File: src/rtl/mlane_pkg.sv
package mlane_pkg;
  localparam int SYNC_W = 4;
  localparam logic [SYNC_W-1:0] SYNC_PAT = 4'b1010;
  localparam int CHK_W = 8;

  typedef enum logic [1:0] {
    ST_IDLE = 2'd0,
    ST_SEND = 2'd1,
    ST_GAP  = 2'd2
  } grp_st_e;
endpackage

File: src/rtl/mlane_seq_ctr.sv
module mlane_seq_ctr #(
  parameter int SEQ_W = 32
) (
  input  logic             clk,
  input  logic             rst,
  input  logic             inc,
  output logic [SEQ_W-1:0] seq
);
  always_ff @(posedge clk) begin
    if (rst) seq <= '0;
    else if (inc) seq <= seq + SEQ_W'(1);
  end

  // counter moves by exactly one per accepted trigger
  p_seq_step_r4: assert property (@(posedge clk) disable iff (rst)
    inc |=> (seq == $past(seq) + SEQ_W'(1)));
  p_seq_hold_r4: assert property (@(posedge clk) disable iff (rst)
    !inc |=> $stable(seq));
endmodule

File: src/rtl/mlane_grp_fsm.sv
module mlane_grp_fsm
  import mlane_pkg::*;
#(
  parameter int SEQ_W = 32,
  parameter int GAP_W = 8
) (
  input  logic             clk,
  input  logic             rst,
  input  logic             start,
  input  logic [GAP_W-1:0] gap_in,
  input  logic [SEQ_W-1:0] seq_in,
  output logic             accept,
  output logic             busy,
  output logic             tx_on,
  output logic             tx_bit,
  output logic             tx_half
);
  localparam int PKT_W  = SYNC_W + SEQ_W + CHK_W;
  localparam int IDX_W  = $clog2(PKT_W);
  localparam int GCNT_W = GAP_W + 1;
  localparam int NBYTE  = SEQ_W / 8;

  grp_st_e           st;
  logic [PKT_W-1:0]  sh;
  logic [IDX_W-1:0]  idx;
  logic              half;
  logic [GAP_W-1:0]  gap_q;
  logic [GCNT_W-1:0] gcnt;
  logic [CHK_W-1:0]  xs;
  logic              last_bit;
  logic              done_now;

  always_comb begin
    xs = '0;
    for (int i = 0; i < NBYTE; i++) xs = xs ^ seq_in[i*8 +: 8];
  end

  assign last_bit = (idx == IDX_W'(PKT_W - 1));
  assign done_now = ((st == ST_SEND) && half && last_bit && (gap_q == '0)) ||
                    ((st == ST_GAP) && (gcnt == '0));
  assign accept   = start && ((st == ST_IDLE) || done_now);

  always_ff @(posedge clk) begin
    if (rst) begin
      st    <= ST_IDLE;
      sh    <= '0;
      idx   <= '0;
      half  <= 1'b0;
      gap_q <= '0;
      gcnt  <= '0;
    end else if (accept) begin
      st    <= ST_SEND;
      sh    <= {SYNC_PAT, seq_in, xs};
      idx   <= '0;
      half  <= 1'b0;
      gap_q <= gap_in;
    end else begin
      case (st)
        ST_SEND: begin
          if (!half) begin
            half <= 1'b1;
          end else begin
            half <= 1'b0;
            if (last_bit) begin
              if (gap_q == '0) begin
                st <= ST_IDLE;
              end else begin
                st   <= ST_GAP;
                gcnt <= GCNT_W'({gap_q, 1'b0}) - GCNT_W'(1);
              end
            end else begin
              idx <= idx + IDX_W'(1);
              sh  <= sh << 1;
            end
          end
        end
        ST_GAP: begin
          if (gcnt == '0) st <= ST_IDLE;
          else gcnt <= gcnt - GCNT_W'(1);
        end
        default: st <= ST_IDLE;
      endcase
    end
  end

  assign busy    = (st != ST_IDLE);
  assign tx_on   = (st == ST_SEND);
  assign tx_bit  = sh[PKT_W-1];
  assign tx_half = half;

  // a busy group that is not finishing cannot drop busy
  p_busy_hold_r6: assert property (@(posedge clk) disable iff (rst)
    ((st != ST_IDLE) && !done_now) |=> (st != ST_IDLE));
  // captured spacing frozen until the next accepted trigger
  p_gap_frozen_r8: assert property (@(posedge clk) disable iff (rst)
    ((st != ST_IDLE) && !accept) |=> $stable(gap_q));
endmodule

File: src/rtl/mlane_man_enc.sv
module mlane_man_enc #(
  parameter int LANES = 4
) (
  input  logic             clk,
  input  logic             rst,
  input  logic             on,
  input  logic             data,
  input  logic             half,
  output logic [LANES-1:0] lanes
);
  for (genvar l = 0; l < LANES; l++) begin : g_lane
    always_ff @(posedge clk) begin
      if (rst) lanes[l] <= 1'b0;
      else lanes[l] <= on ? (half ? data : ~data) : 1'b0;
    end
  end
endmodule

File: src/rtl/mlane_pkt_tx.sv
module mlane_pkt_tx #(
  parameter int SEQ_W     = 32,
  parameter int GAP_W     = 8,
  parameter int GRP_LANES = 4
) (
  input  logic                     clk,
  input  logic                     rst,
  input  logic                     pkt_start,
  input  logic [GAP_W-1:0]         gap_a,
  input  logic [GAP_W-1:0]         gap_b,
  output logic [2*GRP_LANES-1:0]   lane_o,
  output logic [1:0]               busy_o
);
  localparam int NGRP = 2;

  logic [GAP_W-1:0] gap_arr [NGRP];
  logic [SEQ_W-1:0] seq;
  logic [NGRP-1:0]  acc;
  logic [NGRP-1:0]  on_g, bit_g, half_g;

  assign gap_arr[0] = gap_a;
  assign gap_arr[1] = gap_b;

  mlane_seq_ctr #(.SEQ_W(SEQ_W)) u_seq (
    .clk(clk), .rst(rst), .inc(|acc), .seq(seq)
  );

  for (genvar g = 0; g < NGRP; g++) begin : g_grp
    mlane_grp_fsm #(.SEQ_W(SEQ_W), .GAP_W(GAP_W)) u_fsm (
      .clk(clk), .rst(rst), .start(pkt_start), .gap_in(gap_arr[g]),
      .seq_in(seq), .accept(acc[g]), .busy(busy_o[g]),
      .tx_on(on_g[g]), .tx_bit(bit_g[g]), .tx_half(half_g[g])
    );

    mlane_man_enc #(.LANES(GRP_LANES)) u_enc (
      .clk(clk), .rst(rst), .on(on_g[g]), .data(bit_g[g]),
      .half(half_g[g]), .lanes(lane_o[g*GRP_LANES +: GRP_LANES])
    );

    // an idle group drives low on the following cycle
    p_idle_low_r2: assert property (@(posedge clk) disable iff (rst)
      !busy_o[g] |=> (lane_o[g*GRP_LANES +: GRP_LANES] == '0));
    // every bit has a mid-bit transition
    p_mid_flip_r2: assert property (@(posedge clk) disable iff (rst)
      (on_g[g] && half_g[g]) |=>
        (lane_o[g*GRP_LANES] != $past(lane_o[g*GRP_LANES])));
    // lanes of one group agree
    p_lanes_match_r5: assert property (@(posedge clk) disable iff (rst)
      (lane_o[g*GRP_LANES +: GRP_LANES] == '0) ||
      (lane_o[g*GRP_LANES +: GRP_LANES] == '1));
  end
endmodule

File: config.mk
export PLATFORM = sky130hd
export DESIGN_NAME = mlane_pkt_tx
export DESIGN_NICKNAME = d
export VERILOG_FILES = /design/src/rtl/mlane_pkg.sv /design/src/rtl/mlane_seq_ctr.sv /design/src/rtl/mlane_grp_fsm.sv /design/src/rtl/mlane_man_enc.sv /design/src/rtl/mlane_pkt_tx.sv
export SDC_FILE = /design/constraint.sdc
export NUM_CORES = 1
export LEC_CHECK = 0
export BUFFER_PORTS_ARGS = -buffer_cell sky130_fd_sc_hd__buf_4
export CORE_ASPECT_RATIO = 2
export CORE_MARGIN = 4
export CORE_UTILIZATION = 50
export CTS_CLUSTER_SIZE = 20
export DETAILED_ROUTE_END_ITERATION = 12
export GPL_ROUTABILITY_DRIVEN = 0
export HOLD_SLACK_MARGIN = 0.06
export MAX_ROUTING_LAYER = met4
export PLACE_DENSITY = 0.68
export SLEW_MARGIN = 30
export SYNTH_ARGS = -nofsm -noshare
export SYNTH_HDL_FRONTEND = slang
export SYNTH_SLANG_ARGS = --single-unit
File: constraint.sdc
create_clock -name clk -period 3.9 [get_ports clk]
set_clock_uncertainty 0.05 [all_clocks]
set_input_delay 0.39 -clock clk [delete_from_list [all_inputs] [get_ports clk]]
set_output_delay 0.39 -clock clk [all_outputs]
set_load 0.1 [all_outputs]
# Yosys cells after proc, flatten, opt, wreduce, memory -nomap -nowiden
# Index checks and enable logic that the tools add are counted.
dict set report op_classes {
  add_sub_neg 7
  eq_ne 24
  mux 34
  n_bitwise 11
  reduce_logical 43
}
# op count
set op_table {}
lappend op_table {{$mux 44} 8}
lappend op_table {{$mux 9} 8}
lappend op_table {{$pmux 9 s2} 2}
lappend op_table {{$sub 9x1->9 const B} 4}
lappend op_table {{$add 32x1->32 const B} 1}
lappend op_table {{$reduce_and 3->1} 8}
lappend op_table {{$xor 8x8->8} 3}
lappend op_table {{$ne 2x2->1 const B} 10}
lappend op_table {{$logic_not 9->1} 2}
lappend op_table {{$logic_not 8->1} 2}
lappend op_table {{$mux 2} 8}
lappend op_table {{$reduce_bool 2->1} 8}
lappend op_table {{$add 6x1->6 const B} 2}
lappend op_table {{$eq 6x6->1 const B} 2}
lappend op_table {{$ne 3x3->1 const B} 4}
lappend op_table {{$reduce_and 6->1} 2}
lappend op_table {{$logic_and 1x1->1} 10}
lappend op_table {{$reduce_or 2->1} 5}
lappend op_table {{$not 1->1} 8}
lappend op_table {{$pmux 2 s2} 2}
lappend op_table {{$mux 1} 6}
lappend op_table {{$ne 3x2->1 const B} 2}
lappend op_table {{$eq 2x1->1 const B} 2}
lappend op_table {{$eq 2x2->1 const B} 2}
lappend op_table {{other kinds (3)} 8}
dict set report word_totals {
  regBits 174
  input_bits 19
  output_inout_bits 10
  word_cells 138
}

# Logic depth before layout (Yosys ltp)
dict set report logic_depth {
  word_depth 9
  depth_mapped 9
  ltp_nobuf 7
}

# Cells and area by module
# Synthesis repeated with hierarchy kept, for this count alone.
dict set report hier_totals {
  cells_unflattened 1079
  hier_area_um2 9462.8
}
# mod instances cells_each area_per_inst_um2 seq_area_each_um2
set by_module_without_submodules {}
lappend by_module_without_submodules {mlane_grp_fsm 2 446 3920.0 1401.3}
lappend by_module_without_submodules {mlane_seq_ctr 1 174 1488.9 640.6}
lappend by_module_without_submodules {mlane_man_enc 2 6 63.8 20.0}
lappend by_module_without_submodules {mlane_pkt_tx 1 1 6.3 0.0}

# Least setup slack after synthesis
# OpenSTA, ideal clock, no wires.
dict set report synth_path {
  path_kind {reg2reg}
  from {register g_grp[0].u_fsm.gap_q[0]}
  to {register u_seq.seq[27]}
  setup_time_ns 0.070
  arrival_ns 2.314
  required_time_ns 3.780
  slack_ns 1.466
  stages_incl_launch_ff 9
  n_path_buf 1
  period_less_slack_ns 2.434
  path_cell_list {dfxtp_1 inv_1 ha_1 or3b_2 o41ai_4 a222oi_1 buf_2 or4_1 a21oi_1}
}
dict set report synth_between {
  elab_chain_len 6
}
# element line_no
set synth_rtl {}
lappend synth_rtl {{from (decl)} mlane_grp_fsm.sv:27} ;# logic [GAP_W-1:0] gap_q;
lappend synth_rtl {{from (signal assigned)} mlane_grp_fsm.sv:56} ;# gap_q <= gap_in;
lappend synth_rtl {{$logic_not 8->1} mlane_grp_fsm.sv:39} ;# assign done_now = ((st == ST_SEND) && half && last_bit && (gap_q == '0)) ||
lappend synth_rtl {{$logic_and 1x1->1} mlane_grp_fsm.sv:39}
lappend synth_rtl {{$logic_or 1x1->1} mlane_grp_fsm.sv:39}
lappend synth_rtl {{$logic_or 1x1->1} mlane_grp_fsm.sv:41} ;# assign accept = start && ((st == ST_IDLE) || done_now);
lappend synth_rtl {{$logic_and 1x1->1} mlane_grp_fsm.sv:41}
lappend synth_rtl {{$reduce_or 2->1} mlane_pkt_tx.sv:25} ;# .clk(clk), .rst(rst), .inc(|acc), .seq(seq)
lappend synth_rtl {{to (signal assigned)} mlane_seq_ctr.sv:11} ;# else if (inc) seq <= seq + SEQ_W'(1);
lappend synth_rtl {{to (decl)} mlane_seq_ctr.sv:7} ;# output logic [SEQ_W-1:0] seq
# Every way passes these cells.
# A chain may end at the register's enable or synchronous reset.

# Final worst setup path
dict set report layout_path {
  from {register g_grp[0].u_fsm.gap_q[0]}
  to {register u_seq.seq[16]}
}
# Same word-level chain as after synthesis.

==> key figures <==
Worst hold path
  – Class of the tightest hold or removal check: primary input to register

Die
  – I/O pin total: 29
  – Initial core utilization: 50.7%
  – Chip Width: 100 um
  – Number of placement rows: 67
  – Overall die area: 19,300 um^2
  – Core outline area: 16,800 um^2
  – Die Y-Extent: 192 um

Route
  – Number of nets with antenna violations after routing: 0
  – DR pass1 iterations: 7
  – Highest routed metal layer: met4
  – Per-cell via count in the routed design: 5.91
  – Metal-1 WL: 8250 um
  – Detailed-routed wire length on met3: 544 um
  – Number of DRC markers after the initial detailed-route iteration: 490
  – Routed length per instance: 16.3 um
  – Length of routed met2 wiring: 10,400 um
  – Number of vias after detailed routing: 7,133
  – Remaining routing DRC violations: 0
  – Detailed Route WL: 19,700 um

Logic synthesis
  – Mapped Cells: 1,023
  – Ys async rst share: 0%
  – Most used DFF post-synth: dfxtp_1
  – Count of flip-flops with a built-in enable after synthesis: 0
  – Post-Syn Area per Cell: 8.31 um^2
  – Cell area after synthesis: 8500 um^2
  – Total number of yosys warnings: 0
  – Count of distinct cell types in the synthesized netlist: 53
  – Number of synthesized register bits: 174
  – Net count after synthesis: 1,053
  – Sequential element share of the synthesized area: 41.0%

Final layout
  – Layout cells sized above 1: 8.60%
  – Combined flip-flop and latch cell area: 3480 um^2
  – Antenna Diode Count: 0
  – Fill cell count: 1,621
  – Number of nets in the layout: 1,017
  – Area used by multi-input combinational logic: 4610 um^2
  – Area added between synthesis and finish: 9.78%

STA
  – Final hold viol count: 0
  – Fin crit period: 2.92 ns
  – Setup repair after global routing missed its margin: false
  – Worst relative slew slack: 42.6%
  – Setup TNS: 0 ns
  – Number of pins exceeding their max-slew limit in the final report: 0
  – Worst Tran Pin Value: 0.860 ns
  – Final setup violation count: 0
  – Fin crit share: 75.0%
  – Upper clock frequency limit: 342 MHz

Clock tree
  – Clock tree buffer depth: 2
  – Setup bufs post-CTS: 0
  – CTS Hold Buffers Added: 0
  – CTS H-tree depth: 4
  – TritonCTS clock tree: yes
  – Clock transition time at the flip-flop clock pins of the worst setup and hold paths: 0.07 ns
  – Inserted Clock Buffers: 17
  – Number of clock sinks: 174
  – Cts repair resizes: 0
  – Clk Latency, worst-skew pair: 0.43 ns
  – CTS Root Cell: clkbuf_16

Pwr
  – Largest voltage drop on the vdd net: 0.000349 V
  – Power density normalized to cell area: 441 nW/um^2
  – LEAKAGE: 3.23 nW
  – Total design power: 4.11 mW

Placed design
  – Sum of net half-perimeters after detailed placement: 13,500 um
  – Number of port buffers: 28

Setup path
  – Required time of the critical path: 4.20 ns
  – Category of the worst setup path capture point: register
  – Maximum fanout count along the critical path: 58
  – WP data arrival: 3.23 ns
  – Critical setup path kind: register to register
  – CP startpoint kind: register

Status
  – Run status: complete, no violations

Global route
  – Pin count of the biggest net entering global routing: 59
  – Overall fraction of global-route tracks in use: 21.6%
  – Number of global-route vias before repair: 6,791
  – Overflow left after global routing: 0
  – Global-route wire length before repair: 33,200 um
  – Antenna violations before repair: 0

Run
  – Reported max-cap violation count: 0
==> layout make-up <==
cell class / instances / share of cell area (%)
clock buffers: 18 / 4.60
multi-input cells: 738 / 49.4
clock inverters: 14 / 1.96
well taps: 207 / 2.78
inverters: 15 / 0.604
flip-flops and latches: 174 / 37.3
repair buffers: 41 / 3.30
==> routing by layer <==
metal  track usage, %  vias up
met3             3.00       36
met1             24.9     3371
li1                 -     3585
met4             8.56        0
met5                -        -
met2             37.3      141
==> sequential cells by signal, summed over array words and instances, names as in the netlist <==
| name | flops |
|---|---|
| g_grp.u_fsm.sh | 88 |
| u_seq.seq | 32 |
| g_grp.u_fsm.gcnt | 18 |
| g_grp.u_fsm.gap_q | 16 |
| g_grp.u_fsm.idx | 12 |
| g_grp.u_fsm.st | 4 |
| g_grp.u_enc.lanes | 2 |
| g_grp.u_fsm.tx_half | 2 |
==> critical path, cell delays in order (launching register included) <==
cell and delay, ns:
dfxtp_1 0.33, inv_1 0.10, ha_1 0.14, or3b_2 0.49, o41ai_4 0.52, a222oi_1 0.17
buf_4 0.32, or4_1 0.56, a21oi_1 0.15
==> power breakdown <==
part           internal, mW  switching [mW]
sequential             1.86          0.0605
clock                  1.02           0.744
combinational         0.160           0.267
total                  3.04            1.07
==> synthesized netlist by cell type (all sizes together), types with 4 or more instances <==
cell type | n | share of area [%]
dfxtp | 174 | 41
nor2 | 140 | 6.2
nand2 | 114 | 5.0
clkbuf | 82 | 3.6
a21oi | 67 | 3.9
mux2i | 61 | 7.2
a211oi | 41 | 3.6
a311oi | 39 | 4.0
o21ai | 34 | 2.0
xnor2 | 31 | 3.2
nand3 | 27 | 1.6
or4 | 27 | 2.4
o31ai | 22 | 1.9
xor2 | 16 | 1.6
inv | 15 | 0.66
buf | 14 | 1.0
ha | 11 | 1.6
nand4 | 11 | 0.81
nor3 | 10 | 0.59
or3 | 10 | 0.74
nor4 | 8 | 0.59
and3 | 7 | 0.52
nor3b | 6 | 0.53
a31oi | 5 | 0.37
nand2b | 5 | 0.37
nor2b | 5 | 0.37
o211ai | 5 | 0.44
a211o | 4 | 0.41
nand3b | 4 | 0.35
or2 | 4 | 0.29
==> stage by stage <==
step / instance area (um^2) / instances / hold WS [ns] / setup WS, ns / util (%)
finish: 9330 / 1207 / 0.137 / 0.976 / 55.6
global route: 9330 / 1207 / 0.156 / 0.800 / 55.6
CTS: 9330 / 1207 / 0.128 / 0.997 / 55.6
detailed placement: 8720 / 1175 / 0.400 / 1.04 / 52.0
global placement: 8720 / 1175 / 0.395 / 1.08 / 52.0
floorplan: 8500 / 1023 / 0.382 / 1.47 / -
==> worst paths after layout <==
path / from / end / slack, ns / depth (start not counted)
max: g_grp[0].u_fsm.gap_q[0] / u_seq.seq[16] / 0.98 / 8
min: gap_a[6] / g_grp[0].u_fsm.gap_q[6] / 0.14 / 3
max reg2reg: g_grp[0].u_fsm.gap_q[0] / u_seq.seq[16] / 0.98 / 8
min reg2reg: g_grp[0].u_fsm.sh[42] / g_grp[0].u_fsm.sh[42] / 0.41 / 2
==> cell families after synthesis <==
kind of cell / Yosys count / share of synthesized area, %
AND/OR/NAND/NOR: 390 / 21.8
AO/OA/AOI/OAI: 227 / 18.0
flip-flops: 174 / 41.0
buffers and inverters: 111 / 5.30
multiplexers: 63 / 7.45
XOR/XNOR: 47 / 4.84
adder cells (fa/ha/maj): 11 / 1.62
==> layout by cell type (no fill, tap or decap), drive strengths merged, types with 31 or more instances in the layout <==
cell type and count:
dfxtp 174, nor2 140, nand2 114, a21oi 67
mux2i 61, a211oi 41, buf 41, a311oi 39
o21ai 34, xnor2 31
Power figures use the tool's default switching activity.
